`src/rtl/patRecogPkg.sv`:
```
package patRecogPkg;

  // History classes the recognizer must tell apart
  typedef enum logic [2:0] {
    ST_EMPTY   = 3'd0,  // nothing sampled since reset
    ST_ZERO    = 3'd1,  // single 0, no 1 before it
    ST_ONE     = 3'd2,  // last bit 1
    ST_ONEZERO = 3'd3,  // last bits 1,0
    ST_HIT100  = 3'd4,  // last bits 1,0,0
    ST_ZEROS   = 3'd5   // last bits 0,0 with no 1 right before them
  } recogState_t;

  // Strobes from the control section to the output datapath
  typedef struct packed {
    logic pairHit;
    logic tripleHit;
  } detectStrobes_t;

endpackage

```
`src/rtl/patRecogCtrl.sv`:
```
module patRecogCtrl
  import patRecogPkg::*;
(
  input  logic           clk,
  input  logic           rstIn,
  input  logic           dataIn,
  output detectStrobes_t strobes
);

  recogState_t presentState;
  recogState_t nextState;

  // Next state from present state and input only
  always_comb begin
    nextState = ST_EMPTY;
    if (dataIn) begin
      nextState = ST_ONE;
    end else begin
      unique case (presentState)
        ST_EMPTY:   nextState = ST_ZERO;
        ST_ZERO:    nextState = ST_ZEROS;
        ST_ONE:     nextState = ST_ONEZERO;
        ST_ONEZERO: nextState = ST_HIT100;
        ST_HIT100:  nextState = ST_ZEROS;
        ST_ZEROS:   nextState = ST_ZEROS;
        default:    nextState = ST_EMPTY;
      endcase
    end
  end

  always_ff @(posedge clk or posedge rstIn) begin
    if (rstIn) presentState <= ST_EMPTY;
    else       presentState <= nextState;
  end

  // Moore decode: strobes depend on the registered state alone
  always_comb begin
    strobes.pairHit   = (presentState == ST_HIT100) || (presentState == ST_ZEROS);
    strobes.tripleHit = (presentState == ST_HIT100);
  end

endmodule

```
`src/rtl/patRecogDatapath.sv`:
```
module patRecogDatapath
  import patRecogPkg::*;
(
  input  detectStrobes_t strobes,
  output logic           pairFlag,
  output logic           tripleFlag
);

  assign pairFlag   = strobes.pairHit;
  assign tripleFlag = strobes.tripleHit;

endmodule

```
`src/rtl/patRecog.sv`:
```
module patRecog
  import patRecogPkg::*;
(
  input  logic clk,
  input  logic rstIn,
  input  logic dataIn,
  output logic pairFlag,
  output logic tripleFlag
);

  detectStrobes_t strobes;

  patRecogCtrl uCtrl (
    .clk     (clk),
    .rstIn   (rstIn),
    .dataIn  (dataIn),
    .strobes (strobes)
  );

  patRecogDatapath uDp (
    .strobes    (strobes),
    .pairFlag   (pairFlag),
    .tripleFlag (tripleFlag)
  );

endmodule

```
`config.mk`:
```
export PLATFORM = sky130hd
export DESIGN_NAME = patRecog
export DESIGN_NICKNAME = d
export VERILOG_FILES = /design/src/rtl/patRecogPkg.sv /design/src/rtl/patRecogCtrl.sv /design/src/rtl/patRecogDatapath.sv /design/src/rtl/patRecog.sv
export SDC_FILE = /design/constraint.sdc
export NUM_CORES = 1
export LEC_CHECK = 0
export BUFFER_PORTS_ARGS = -buffer_cell sky130_fd_sc_hd__buf_2
export CORE_AREA = 2 2 39 41
export DETAILED_ROUTE_END_ITERATION = 10
export DIE_AREA = 0 0 41 43
export GPL_ROUTABILITY_DRIVEN = 0
export PLACE_DENSITY = 0.38
export SKIP_CTS_REPAIR_TIMING = 1
export SYNTH_ARGS = -nofsm -noshare
export SYNTH_HDL_FRONTEND = slang
export SYNTH_HIERARCHICAL = 1
export SYNTH_SLANG_ARGS = --single-unit
```
`constraint.sdc`:
```
create_clock -name clk -period 0.87 [get_ports clk]
set_input_delay 0 -clock clk [delete_from_list [all_inputs] [get_ports clk]]
set_output_delay 0 -clock clk [all_outputs]
set_load 0.01 [all_outputs]
```
==> results of run 1 <==
cell families after synthesis:
kind of cell / Yosys count / share of synthesized area
buf+inv: 3 / 0.128
simple gates: 4 / 0.205
flops: 3 / 0.513
compound gates: 3 / 0.154
metal layers:
layer	GRT usage	vias to the layer above	wire, µm
met5	0	-	0
met1	0.0487	58	118
met3	0.0314	0	33
li1	-	61	-
met4	0.0600	0	0
met2	0.0406	5	124
synthesized netlist by cell type (all sizes together):
library cell,number
a211oi,1
a21o,1
and2b,1
buf,2
dfrtp,3
inv,1
nor2,2
nor2b,1
o21a,1
cells in the final DEF, fill, tap and decap left out:
cell type / n
and2b_2: 1
buf_6: 2
nor2_1: 1
clkbuf_1: 1
nor2_2: 1
a211oi_1: 1
nor2b_4: 1
clkbuf_4: 3
dfrtp_1: 3
dlygate4sd3_1: 2
inv_1: 1
buf_4: 3
o21a_1: 1
a21o_1: 1
buf_2: 2
path summary, 6_finish.rpt:
check / end / slack [ps] / depth (start not counted)
setup / recovery: tripleFlag / -160 / 3
hold / removal: uCtrl/presentState[1] / 170 / 3
setup reg to reg: uCtrl/presentState[2] / 10 / 2
hold reg to reg: uCtrl/presentState[1] / 570 / 1
max in group asynchronous: uCtrl/presentState[2] / 570 / 3
min in group clk: uCtrl/presentState[0] / 490 / 3
cell type report:
| type | count | area, µm² |
|---|---|---|
| sequential | 3 | 75.1 |
| tap | 16 | 20.0 |
| multi-input combinational | 7 | 55.1 |
| timing repair buffer | 9 | 75.1 |
| fill | 159 | 1130 |
| clock buffer | 4 | 26.3 |
| inverter | 1 | 3.75 |
where the power goes:
group / internal [mW] / leakage [nW] / switching (mW)
clock: 0.172 / 0.0150 / 0.0765
sequential: 0.158 / 0.0362 / 0.0155
combinational: 0.0617 / 0.0711 / 0.0335
total: 0.392 / 0.122 / 0.126
metrics by stage:
| stage | hold slack (ps) | TNS [ps] | cells | total power [mW] |
|---|---|---|---|---|
| after floorplan | -246 | 0 | 13 | 0.221 |
| after global placement | -132 | 0 | 31 | 0.231 |
| after detailed placement | -130 | 0 | 31 | 0.231 |
| after CTS | -385 | -268 | 35 | 0.492 |
| after global routing | 203 | -379 | 40 | 0.554 |
| final | 172 | -253 | 40 | 0.517 |
critical path, cell delays in order, from the launching register on:
cell and delay (ps):
dfrtp_1 370, nor2b_4 130, and2b_2 190, buf_6 110
==> impl_metrics.json, run 1 <==
{
  "grt_pass1_wl_um": 441,
  "critical_path_class": "reg -> out",
  "fin_skew_ps": 1.95,
  "ys_warn_count": 6,
  "fp.dieArea_um2": 1760,
  "cts.sinks": 3,
  "worstSetupEndpointType": "output port",
  "finalHoldViolCount": 0,
  "num_rows": 14,
  "worstPathRequired_ps": 870,
  "syn_inst": 13,
  "cts-buffers-inserted": 3,
  "root_buffer": "clkbuf_4",
  "r2r-start": "uCtrl/presentState[1]",
  "fin_area_um2": 255,
  "crit_path_max_fanout": 2,
  "viasPerCell": 3.10,
  "violations": "negative setup slack",
  "synth_area_leaders": "dfrtp_1 (51%), buf_4 (10%), nor2b_4 (9.4%)",
  "io_buffer_count": 4,
  "drc": 0,
  "p_leak_nw": 0.122,
  "antenna_cells": 0,
  "synth_nets": 16,
  "synth.top_cell.area_share": 0.513,
  "vias": 124,
  "clk_pin_slew_ps": 40,
  "syn_area_um2": 146,
  "start_kind": "flip-flop",
  "core-area_um2": 1380,
  "status": "complete, but fails checks",
  "syn_area_per_cell_um2": 11.3,
  "drtIter0Drc": 3,
  "ys_seq_area_frac": 0.513,
  "synth_largest_area_cell": "dfrtp_1",
  "dp_slack_ps": 39.7,
  "routed_wl_um": 276,
  "crit_start": "uCtrl/presentState[2]",
  "ir_drop_v": 0.000395,
  "synth.distinct_cells": 9,
  "drv_cap": 0,
  "clockBufferDepth": 2,
  "insertion_delay_ps": 230,
  "cts_tree": "built",
  "fmax_mhz": 970,
  "fin_util": 0.184,
  "max_slew_margin": 0.870,
  "largest_reg_flops": 3,
  "drv_slew": 0,
  "io_pins": 5,
  "largestRegisters": "uCtrl/presentState: 3 flops",
  "worstMarginPinSlew_ps": 194,
  "synth_seq_cells": 3,
  "min_path_type": "in -> async",
  "h-tree-depth": 1,
  "period_share": 1.18,
  "die_w_um": 41,
  "area_growth_pct": 74.4,
  "postRouteAntennaNets": 0,
  "fp.dieH_um": 43,
  "first_pass_iters": 4,
  "setup_violations": 2,
  "wl_per_cell_um": 6.90,
  "layout-drive-gt1-share": 0.542,
  "final_nets": 28,
  "grt-ovfl-total": 0,
  "largest_register": "uCtrl/presentState",
  "grt_max_degree": 5,
  "crit_arrival_ps": 1030,
  "grt_pass1_vias": 116,
  "rsz0062_at_grt": "yes",
  "placed_cell_area_um2": 171,
  "grtUsageTotal": 0.0433,
  "power_density_nw_per_um2": 2030,
  "worst_slack_ps": -161,
  "initial_core_util": 0.106,
  "fin_crit_ps": 1030,
  "antenna_found_initial": 0
}
Power figures use the tool's default switching activity.
==> inputs of run 2 (changes only) <==
Settings changed: SETUP_SLACK_MARGIN set to 0.05, SKIP_CTS_REPAIR_TIMING 1 to unset.
==> impl_metrics.json, run 2 (same netlist as run 1, synthesis figures left out) <==
{
  "dp_slack_ps": 39.7,
  "antenna_found_initial": 0,
  "wl_per_cell_um": 6.65,
  "io_pins": 5,
  "drtIter0Drc": 1,
  "worst_slack_ps": -161,
  "drc": 0,
  "grt_pass1_vias": 125,
  "grt_max_degree": 4,
  "num_rows": 14,
  "grtUsageTotal": 0.0463,
  "viasPerCell": 3.03,
  "cts-buffers-inserted": 3,
  "rsz0062_at_grt": "yes",
  "insertion_delay_ps": 240,
  "setup_tns_ps": -251,
  "min_path_type": "in -> async",
  "largestRegisters": "uCtrl/presentState: 3 flops",
  "worst-path-buf-inv": 1,
  "h-tree-depth": 1,
  "fin_crit_ps": 1030,
  "start_kind": "flip-flop",
  "hold_ws_ps": 168,
  "finalHoldViolCount": 0,
  "power_density_nw_per_um2": 2020,
  "fp.dieArea_um2": 1760,
  "layout-drive-gt1-share": 0.583,
  "ir_drop_v": 0.000389,
  "most-common-layout-cells": "clkbuf_4 (3), buf_4 (3), dfrtp_1 (3)",
  "period_share": 1.18,
  "clk_pin_slew_ps": 40,
  "drv_cap": 0,
  "fmax_mhz": 970,
  "worstMarginPinSlew_ps": 153,
  "cts_tree": "built",
  "clockBufferDepth": 2,
  "fin_skew_ps": 5.36,
  "crit_path_max_fanout": 2,
  "vias": 121,
  "initial_core_util": 0.106,
  "largest_register": "uCtrl/presentState",
  "status": "complete, but fails checks",
  "max_slew_margin": 0.898,
  "area_growth_pct": 81.2,
  "first_pass_iters": 4,
  "setup_violations": 2,
  "largest_reg_flops": 3,
  "worstSetupEndpointType": "output port",
  "die_w_um": 41,
  "crit_path_top_delay_cell": "dfrtp_1",
  "power.total_uw": 536,
  "routed_wl_um": 266,
  "final_nets": 28,
  "crit_arrival_ps": 1030,
  "io_buffer_count": 4,
  "violations": "negative setup slack",
  "critical_path_class": "reg -> out",
  "cts.sinks": 3,
  "root_buffer": "clkbuf_4",
  "slowest_delay_ps": 370,
  "critPathTopFamily": "flip-flops",
  "postRouteAntennaNets": 0,
  "drv_slew": 0,
  "grt-ovfl-total": 0,
  "p_leak_nw": 0.125,
  "worstPathRequired_ps": 870,
  "crit_chain": "nor2b_4 -> and2b_2 -> buf_6",
  "antenna_cells": 0,
  "fp.dieH_um": 43,
  "core-area_um2": 1380,
  "grt_pass1_wl_um": 483
}
-- run 2: cell types whose count changed in the layout (fill, tap and decap cells not counted) --
cell | before | now
nor2_4 | 0 | 1
a211oi_1 | 1 | 0
a211oi_2 | 0 | 1
nor2_2 | 1 | 0
-- run 2: final timing paths --
path	slack [ps]	to	depth (start not counted)	start
hold reg to reg	580	uCtrl/presentState[2]	2	uCtrl/presentState[2]
max in group asynchronous	570	uCtrl/presentState[2]	3	rstIn
min in group clk	490	uCtrl/presentState[0]	3	dataIn
hold / removal	170	uCtrl/presentState[1]	3	rstIn
setup / recovery	-160	tripleFlag	3	uCtrl/presentState[2]
setup reg to reg	40	uCtrl/presentState[0]	3	uCtrl/presentState[2]
-- run 2: layout make-up --
| type | count | area (µm²) |
|---|---|---|
| timing repair buffer | 9 | 75.1 |
| clock buffer | 4 | 26.3 |
| inverter | 1 | 3.75 |
| tap | 16 | 20.0 |
| fill | 156 | 1120 |
| multi-input combinational | 7 | 65.1 |
| sequential | 3 | 75.1 |
-- run 2: layer usage --
layer	GRT usage	part of all wire	vias up
li1	-	-	61
met1	0.0584	0.46	55
met2	0.0406	0.44	5
met3	0.0314	0.094	0
met4	0.0600	0	0
met5	0	0	-
-- run 2: repair_timing --
item | in CTS | in global routing
buffers inserted | 3 | 1
pin swaps | 1 | 1
endpoints found under the hold margin | 6 | 0
hold buffers | 2 | 0
setup endpoints to repair | 2 | 5
gates resized for setup | 4 | 1
-- run 2: per-stage QoR --
stage	util	std cells	cell area (µm²)
2_1_floorplan	-	13	146
3_3_place_gp	0.124	31	171
3_5_place_dp	0.124	31	171
4_1_cts	0.188	40	260
5_1_grt	0.192	40	265
6_report	0.192	40	265
-- run 2: worst register-to-register path, delay by kind of cell, from the launching register on --
family | cells | cell delay [ps]
and+or+nand+nor | 1 | 80
buffers and inverters | 1 | 150
DFF | 1 | 370
AOI/OAI and AO/OA | 1 | 170
-- run 2: power by group --
group / switching (mW) / leakage (nW) / internal (mW)
Combinational: 0.0409 / 0.0733 / 0.0672
Sequential: 0.0165 / 0.0362 / 0.158
Clock: 0.0811 / 0.0150 / 0.173
Total: 0.139 / 0.125 / 0.397
